File: src/rtl/gpio_irq_pkg.sv
package gpio_irq_pkg;

  typedef enum logic {
    TRIG_EDGE  = 1'b0,
    TRIG_LEVEL = 1'b1
  } trig_kind_e;

  // divider counter width for a given selector width
  function automatic int unsigned div_cnt_w(int unsigned sel_w);
    return (1 << sel_w) - 1;
  endfunction

endpackage

File: src/rtl/gpio_db_tick.sv
module gpio_db_tick
  import gpio_irq_pkg::*;
#(
  parameter int unsigned SEL_W = 4
) (
  input  logic             clk_i,
  input  logic             rst_ni,
  input  logic             src_i,
  input  logic             slow_tick_i,
  input  logic [SEL_W-1:0] sel_i,
  output logic             tick_o
);

  localparam int unsigned CNT_W = div_cnt_w(SEL_W);

  logic [CNT_W-1:0] cnt_q;
  logic [CNT_W-1:0] limit;
  logic             base;
  logic             wrap;

  // limit = 2^sel - 1 as a thermometer mask
  always_comb begin
    for (int j = 0; j < CNT_W; j++) begin
      limit[j] = (sel_i > SEL_W'(j));
    end
  end

  assign base = src_i ? slow_tick_i : 1'b1;
  assign wrap = (cnt_q >= limit);

  always_ff @(posedge clk_i or negedge rst_ni) begin
    if (!rst_ni) begin
      cnt_q <= '0;
    end else if (base) begin
      cnt_q <= wrap ? '0 : cnt_q + CNT_W'(1);
    end
  end

  assign tick_o = base && wrap;

  AST_TICK_NEEDS_SLOW: assert property (@(posedge clk_i) disable iff (!rst_ni)
    src_i && !slow_tick_i |-> !tick_o);
  AST_TICK_SPACING: assert property (@(posedge clk_i) disable iff (!rst_ni)
    $past(tick_o) && !src_i && $past(sel_i) != '0 && $stable(sel_i) && $stable(src_i)
    |-> !tick_o);

endmodule

File: src/rtl/gpio_db_filter.sv
module gpio_db_filter #(
  parameter int unsigned NUM_PINS = 16
) (
  input  logic                clk_i,
  input  logic                rst_ni,
  input  logic                tick_i,
  input  logic [NUM_PINS-1:0] pin_i,
  input  logic [NUM_PINS-1:0] db_en_i,
  output logic [NUM_PINS-1:0] filt_o
);

  logic [NUM_PINS-1:0] smp_q;
  logic [NUM_PINS-1:0] flt_q;
  logic [NUM_PINS-1:0] agree;

  assign agree = ~(pin_i ^ smp_q);

  always_ff @(posedge clk_i or negedge rst_ni) begin
    if (!rst_ni) begin
      smp_q <= '0;
      flt_q <= '0;
    end else if (tick_i) begin
      smp_q <= pin_i;
      flt_q <= (agree & pin_i) | (~agree & flt_q);
    end
  end

  for (genvar i = 0; i < NUM_PINS; i++) begin : g_sel
    assign filt_o[i] = db_en_i[i] ? flt_q[i] : pin_i[i];
  end

  AST_FILT_ONLY_ON_TICK: assert property (@(posedge clk_i) disable iff (!rst_ni)
    !$past(tick_i) |-> $stable(flt_q));
  AST_FILT_TWO_AGREE: assert property (@(posedge clk_i) disable iff (!rst_ni)
    ((flt_q ^ $past(flt_q)) & ($past(smp_q) ^ $past(pin_i))) == '0);

endmodule

File: src/rtl/gpio_evt_detect.sv
module gpio_evt_detect
  import gpio_irq_pkg::*;
#(
  parameter int unsigned NUM_PINS = 16
) (
  input  logic                clk_i,
  input  logic                rst_ni,
  input  logic [NUM_PINS-1:0] filt_i,
  input  logic [NUM_PINS-1:0] rise_en_i,
  input  logic [NUM_PINS-1:0] fall_en_i,
  input  logic [NUM_PINS-1:0] level_i,
  input  logic                always_i,
  output logic [NUM_PINS-1:0] evt_o
);

  logic [NUM_PINS-1:0] prev_q;
  logic [NUM_PINS-1:0] active;

  assign active = always_i ? '1 : (rise_en_i | fall_en_i);

  // history frozen while a pin's detector is idle
  always_ff @(posedge clk_i or negedge rst_ni) begin
    if (!rst_ni) prev_q <= '0;
    else         prev_q <= (active & filt_i) | (~active & prev_q);
  end

  for (genvar i = 0; i < NUM_PINS; i++) begin : g_pin
    logic hit_lvl, hit_edge;
    assign hit_lvl  = (rise_en_i[i] & filt_i[i]) | (fall_en_i[i] & ~filt_i[i]);
    assign hit_edge = (rise_en_i[i] & filt_i[i] & ~prev_q[i])
                    | (fall_en_i[i] & ~filt_i[i] & prev_q[i]);
    assign evt_o[i] = (trig_kind_e'(level_i[i]) == TRIG_LEVEL) ? hit_lvl : hit_edge;
  end

  AST_HIST_FROZEN: assert property (@(posedge clk_i) disable iff (!rst_ni)
    (~$past(active) & ($past(prev_q) ^ prev_q)) == '0);
  AST_HIST_TRACKS: assert property (@(posedge clk_i) disable iff (!rst_ni)
    $past(always_i) |-> prev_q == $past(filt_i));

endmodule

File: src/rtl/gpio_irq_detect.sv
module gpio_irq_detect
  import gpio_irq_pkg::*;
#(
  parameter int unsigned NUM_PINS = 16,
  parameter int unsigned SEL_W    = 4
) (
  input  logic                clk_i,
  input  logic                rst_ni,
  input  logic [NUM_PINS-1:0] pin_i,
  input  logic [NUM_PINS-1:0] rise_en_i,
  input  logic [NUM_PINS-1:0] fall_en_i,
  input  logic [NUM_PINS-1:0] level_mode_i,
  input  logic [NUM_PINS-1:0] db_en_i,
  input  logic [SEL_W-1:0]    db_sel_i,
  input  logic                db_src_i,
  input  logic                slow_tick_i,
  input  logic                detect_always_i,
  input  logic [NUM_PINS-1:0] clr_i,
  output logic [NUM_PINS-1:0] status_o,
  output logic                irq_o
);

  logic                sample_tick;
  logic [NUM_PINS-1:0] filt;
  logic [NUM_PINS-1:0] evt;
  logic [NUM_PINS-1:0] status_q;

  gpio_db_tick #(.SEL_W(SEL_W)) i_tick (
    .clk_i       (clk_i),
    .rst_ni      (rst_ni),
    .src_i       (db_src_i),
    .slow_tick_i (slow_tick_i),
    .sel_i       (db_sel_i),
    .tick_o      (sample_tick)
  );

  gpio_db_filter #(.NUM_PINS(NUM_PINS)) i_filter (
    .clk_i   (clk_i),
    .rst_ni  (rst_ni),
    .tick_i  (sample_tick),
    .pin_i   (pin_i),
    .db_en_i (db_en_i),
    .filt_o  (filt)
  );

  gpio_evt_detect #(.NUM_PINS(NUM_PINS)) i_detect (
    .clk_i     (clk_i),
    .rst_ni    (rst_ni),
    .filt_i    (filt),
    .rise_en_i (rise_en_i),
    .fall_en_i (fall_en_i),
    .level_i   (level_mode_i),
    .always_i  (detect_always_i),
    .evt_o     (evt)
  );

  // new event beats a same-cycle clear
  always_ff @(posedge clk_i or negedge rst_ni) begin
    if (!rst_ni) status_q <= '0;
    else         status_q <= (status_q & ~clr_i) | evt;
  end

  assign status_o = status_q;
  assign irq_o    = |status_q;

  AST_STATUS_STICKY: assert property (@(posedge clk_i) disable iff (!rst_ni)
    ($past(status_q) & ~$past(clr_i) & ~status_q) == '0);
  AST_CLEAR_TAKES: assert property (@(posedge clk_i) disable iff (!rst_ni)
    ($past(clr_i) & ~$past(evt) & status_q) == '0);
  AST_EVENT_WINS: assert property (@(posedge clk_i) disable iff (!rst_ni)
    ($past(evt) & ~status_q) == '0);
  AST_NO_SPURIOUS: assert property (@(posedge clk_i) disable iff (!rst_ni)
    (status_q & ~$past(status_q) & ~($past(rise_en_i) | $past(fall_en_i))) == '0);

endmodule

File: config.mk
export PLATFORM = sky130hd
export DESIGN_NAME = gpio_irq_detect
export DESIGN_NICKNAME = d
export VERILOG_FILES = /design/src/rtl/gpio_irq_pkg.sv /design/src/rtl/gpio_db_tick.sv /design/src/rtl/gpio_db_filter.sv /design/src/rtl/gpio_evt_detect.sv /design/src/rtl/gpio_irq_detect.sv
export SDC_FILE = /design/constraint.sdc
export NUM_CORES = 1
export LEC_CHECK = 0
export BUFFER_PORTS_ARGS = -buffer_cell sky130_fd_sc_hd__buf_2
export CAP_MARGIN = 40
export CORE_ASPECT_RATIO = 0.5
export CORE_MARGIN = 2
export CORE_UTILIZATION = 48
export CTS_CLUSTER_DIAMETER = 150
export DETAILED_ROUTE_END_ITERATION = 12
export GPL_ROUTABILITY_DRIVEN = 1
export MAX_ROUTING_LAYER = met4
export PLACE_DENSITY = 0.83
export SYNTH_ARGS = -nofsm -noshare
export SYNTH_HDL_FRONTEND = slang
export SYNTH_HIERARCHICAL = 1
export SYNTH_SLANG_ARGS = --single-unit
File: constraint.sdc
create_clock -name clk_i -period 2.5 [get_ports clk_i]
set_input_delay 0.5 -clock clk_i [delete_from_list [all_inputs] [get_ports clk_i]]
set_output_delay 0.5 -clock clk_i [all_outputs]
set_load 0.01 [all_outputs]
==> impl_metrics.prom <==
# TYPE chip_impl_metric gauge
chip_impl_info{name="outcome",value="complete, but fails checks"} 1
chip_impl_info{name="failed_checks",value="negative setup slack"} 1
chip_impl_metric{name="utilization",unit="%"} 65.2
chip_impl_metric{name="grt_pass1_vias",unit=""} 3712
chip_impl_metric{name="antenna_found_initial",unit=""} 0
chip_impl_metric{name="setup_total_negative_slack",unit="ns"} -2.85
chip_impl_metric{name="drc",unit=""} 0
chip_impl_metric{name="die-height",unit="microns"} 72.4
chip_impl_metric{name="num_io_pins",unit=""} 122
chip_impl_metric{name="fin_crit_sh",unit="%"} 107
chip_impl_info{name="critical_path.slowest_cell",value="or3_1"} 1
chip_impl_metric{name="place.gp.congestion",unit=""} 0.939
chip_impl_metric{name="relSlewSlack",unit="%"} 48.7
chip_impl_metric{name="regToRegSetupSlack",unit="ns"} 0.09
chip_impl_metric{name="detailedPlacementHpwl",unit="mm"} 7.76
chip_impl_metric{name="ys_seq_elements",unit=""} 79
chip_impl_metric{name="critical-path-max-stage-delay",unit="ns"} 0.32
chip_impl_metric{name="grt_pass1_wl",unit="mm"} 17.0
chip_impl_metric{name="cts-buffers-inserted",unit=""} 9
chip_impl_metric{name="synth_nets",unit=""} 558
chip_impl_metric{name="dp_slack",unit="ns"} -0.575
chip_impl_metric{name="synth.area.mux_share",unit="%"} 10.0
chip_impl_metric{name="drt-initial-drc-count",unit=""} 167
chip_impl_metric{name="placement.io_buffers",unit=""} 121
chip_impl_metric{name="placed_cell_area",unit="sq mm"} 0.00534
chip_impl_metric{name="wl_per_cell",unit="microns"} 15.1
chip_impl_metric{name="final_critical_path_setup_slack",unit="ns"} -0.179
chip_impl_metric{name="critPathArrivalTime",unit="ns"} 2.89
chip_impl_metric{name="timing.clock.skew",unit="ns"} 0.00695
chip_impl_info{name="min-delay-path-class",value="input port to async pin"} 1
chip_impl_metric{name="maxCapViolCount",unit=""} 0
chip_impl_metric{name="drt_first_pass_iters",unit=""} 4
chip_impl_metric{name="layout.cell_area.non_filler",unit="sq mm"} 0.00580
chip_impl_info{name="unrepaired_setup_endpoints_after_global_routing",value="yes"} 1
chip_impl_info{name="synthTopCellsByArea",value="dfrtp_1, mux2_2, ha_1, a21o_1, mux2_1"} 1
chip_impl_metric{name="area.growth.synth_to_final",unit="%"} 29.0
chip_impl_metric{name="final.min_clock_period",unit="ns"} 2.68
chip_impl_metric{name="cts.path.max_buffers",unit=""} 2
chip_impl_metric{name="insertion_delay",unit="ns"} 0.33
chip_impl_metric{name="leakagePower",unit="nW"} 2.81
chip_impl_metric{name="final-max-slew-violation-count",unit=""} 0
chip_impl_metric{name="postRouteAntennaNets",unit=""} 0
chip_impl_metric{name="crit_required",unit="ns"} 2.71
chip_impl_metric{name="grtUsageTotal",unit="%"} 22.1
chip_impl_metric{name="critical_path_peak_fanout",unit=""} 6
chip_impl_metric{name="yosys_warnings",unit=""} 6
chip_impl_info{name="critical_path_class",value="input port to flop"} 1
chip_impl_info{name="synth_top_family_by_area",value="compound AO/OA/AOI/OAI gates"} 1
chip_impl_metric{name="die_w",unit="microns"} 141
chip_impl_metric{name="dp.cells",unit=""} 683
chip_impl_metric{name="h_tree_depth_reported_by_cts",unit=""} 3
chip_impl_metric{name="route.detailed.vias_per_inst",unit=""} 5.38
chip_impl_metric{name="placeableCoreArea",unit="sq mm"} 0.00889
chip_impl_metric{name="nNetsFinal",unit=""} 703
chip_impl_info{name="list_of_cells_traversed_by_the_critical_path",value="buf_6 > or2_4 > or3_1 > ha_1 > nand2b_4 > a211o_1 > a211oi_2 > o21ai_2 > and2_4 > buf_8 > a21oi_2 > o2bb2ai_1"} 1
chip_impl_metric{name="tritoncts_num_sinks",unit=""} 79
chip_impl_metric{name="maximum_frequency_from_static_timing_analysis",unit="MHz"} 373
chip_impl_metric{name="timing_hold_violations_final",unit=""} 0
chip_impl_metric{name="async_set_reset_flop_share_out_of_synthesis",unit="%"} 100
chip_impl_info{name="synth.top_cells.by_count",value="dfrtp_1, inv_1, o21ai_0"} 1
chip_impl_metric{name="synth_largest_type_area_fraction",unit="%"} 44.0
chip_impl_metric{name="irDropWorstVdd",unit="mV"} 0.417
chip_impl_metric{name="antennaDiodeCount",unit=""} 0
chip_impl_metric{name="die_area",unit="sq mm"} 0.0102
chip_impl_info{name="root_driver",value="clkbuf_16"} 1
chip_impl_info{name="synthDominantAreaCellType",value="dfrtp_1"} 1
chip_impl_metric{name="postSynthAreaPerCell",unit="sq um"} 10.3
chip_impl_metric{name="post_synth_num_cell_types",unit=""} 47
chip_impl_metric{name="worst_pin_slew",unit="ns"} 0.763
chip_impl_metric{name="synth_cells",unit=""} 437
chip_impl_metric{name="power.total",unit="mW"} 3.83
chip_impl_metric{name="timing.final.setup_violations",unit=""} 33
chip_impl_metric{name="fin_worst_hold_slack",unit="ns"} 0.107
chip_impl_metric{name="finish.cell_count_without_fillers",unit=""} 704
chip_impl_info{name="synth-main-ff-cell",value="dfrtp_1"} 1
chip_impl_metric{name="synth-xor-area-share",unit="%"} 2.34
chip_impl_metric{name="synthAdderAreaFrac",unit="%"} 4.45
chip_impl_metric{name="power.density_cell_area",unit="mW/mm^2"} 661
chip_impl_metric{name="wirelength",unit="mm"} 10.6
chip_impl_info{name="cp-end-kind",value="flop"} 1
chip_impl_metric{name="grt_start_max_net_pins",unit=""} 36
chip_impl_metric{name="grt.overflow.total",unit=""} 0
chip_impl_metric{name="synth_simple_gate_area_share",unit="%"} 12.2
chip_impl_metric{name="clk_pin_slew_worst_paths",unit="ns"} 0.06
chip_impl_metric{name="seq_area_frac_synth",unit="%"} 44.0
chip_impl_metric{name="number_of_enable_type_register_cells_in_the_synthesized_netlist",unit=""} 0
chip_impl_info{name="synth_most_common_cell",value="dfrtp_1"} 1
chip_impl_metric{name="floorplan.initialDensity",unit="%"} 50.6
chip_impl_metric{name="drive_above_1_share",unit="%"} 40.2
chip_impl_info{name="clock_tree_from_tritoncts",value="done"} 1
chip_impl_metric{name="std_cell_rows",unit=""} 24
chip_impl_metric{name="vias",unit=""} 3785
chip_impl_metric{name="syn_area",unit="sq mm"} 0.00450
chip_impl_info{name="startpoint_type",value="input port"} 1
chip_impl_metric{name="synth_compound_gate_area_share",unit="%"} 20.9
-- path summary, 6_finish.rpt --
check                                        startpoint                          end  cells past startpoint
hold / removal                                   rst_ni  i_tick/cnt_q[9]$_DFFE_PN0P_                      1
min in group clk_i                            clr_i[15]       status_o[15]$_DFF_PN0_                      3
setup / recovery                            db_sel_i[0]                         flop                     12
setup reg to reg           i_tick/cnt_q[10]$_DFFE_PN0P_                         flop                      9
hold reg to reg                  status_o[15]$_DFF_PN0_       status_o[15]$_DFF_PN0_                      1
max in group asynchronous                        rst_ni  i_tick/cnt_q[6]$_DFFE_PN0P_                      2
-- kinds of logic (layout without fill, tap and decap cells) --
logic type	after synthesis	count (layout)
compound gates	137	137
simple gates	95	98
flops	79	79
buf+inv	58	205
mux	40	40
fa+ha+maj	16	16
xor+xnor	12	12
-- timing repair --
item,4_1_cts,5_1_grt
setup buffers,2,0
cloned,4,0
endpoints found under the setup margin,32,47
resized for setup,10,28
hold buffers,0,0
pin swaps,10,8
-- cells in the final DEF (no fill, tap or decap), types with 8 or more instances in the layout --
| cell type | n |
|---|---|
| buf_2 | 118 |
| dfrtp_1 | 79 |
| inv_1 | 45 |
| a21o_1 | 24 |
| mux2_2 | 24 |
| o21ai_0 | 22 |
| o21ai_1 | 20 |
| buf_4 | 20 |
| a21oi_2 | 17 |
| o211ai_1 | 16 |
| mux2_1 | 16 |
| nand2b_1 | 16 |
| ha_1 | 16 |
| nor3_1 | 13 |
| nand2_1 | 12 |
| nor3_2 | 10 |
| clkbuf_16 | 9 |
| xnor2_1 | 9 |
| a22o_1 | 8 |
| nand3_1 | 8 |
-- worst max-delay path, delay by kind of cell --
| family | cells | cell delay (ns) |
|---|---|---|
| adders and majority gates | 1 | 0.29 |
| and+or+nand+nor | 4 | 0.92 |
| AOI/OAI and AO/OA | 5 | 0.94 |
| buffers and inverters | 2 | 0.23 |
-- area by class of cell --
class                      instances  area [sq um]
clock inverter                     6          91.3
sequential                        79          1980
tap                              117           146
timing repair buffer             144           812
inverter                          45           169
fill                             690          3090
multi-input combinational        303          2370
clock buffer                      10           229
-- power by group --
group / switching [mW] / internal (mW) / total [mW]
clock network: 0.507 / 0.881 / 1.39
registers: 0.162 / 1.47 / 1.63
logic: 0.413 / 0.395 / 0.808
-- metal layers --
| layer | global-route usage, % | up-vias | wire length, microns |
|---|---|---|---|
| li1 | - | 1871 | - |
| met1 | 25.7 | 1835 | 4700 |
| met2 | 39.4 | 71 | 5460 |
| met3 | 5.48 | 8 | 356 |
| met4 | 4.78 | 0 | 86 |
| met5 | - | - | 0 |
Note: power is estimated with default switching activity, not from simulation.
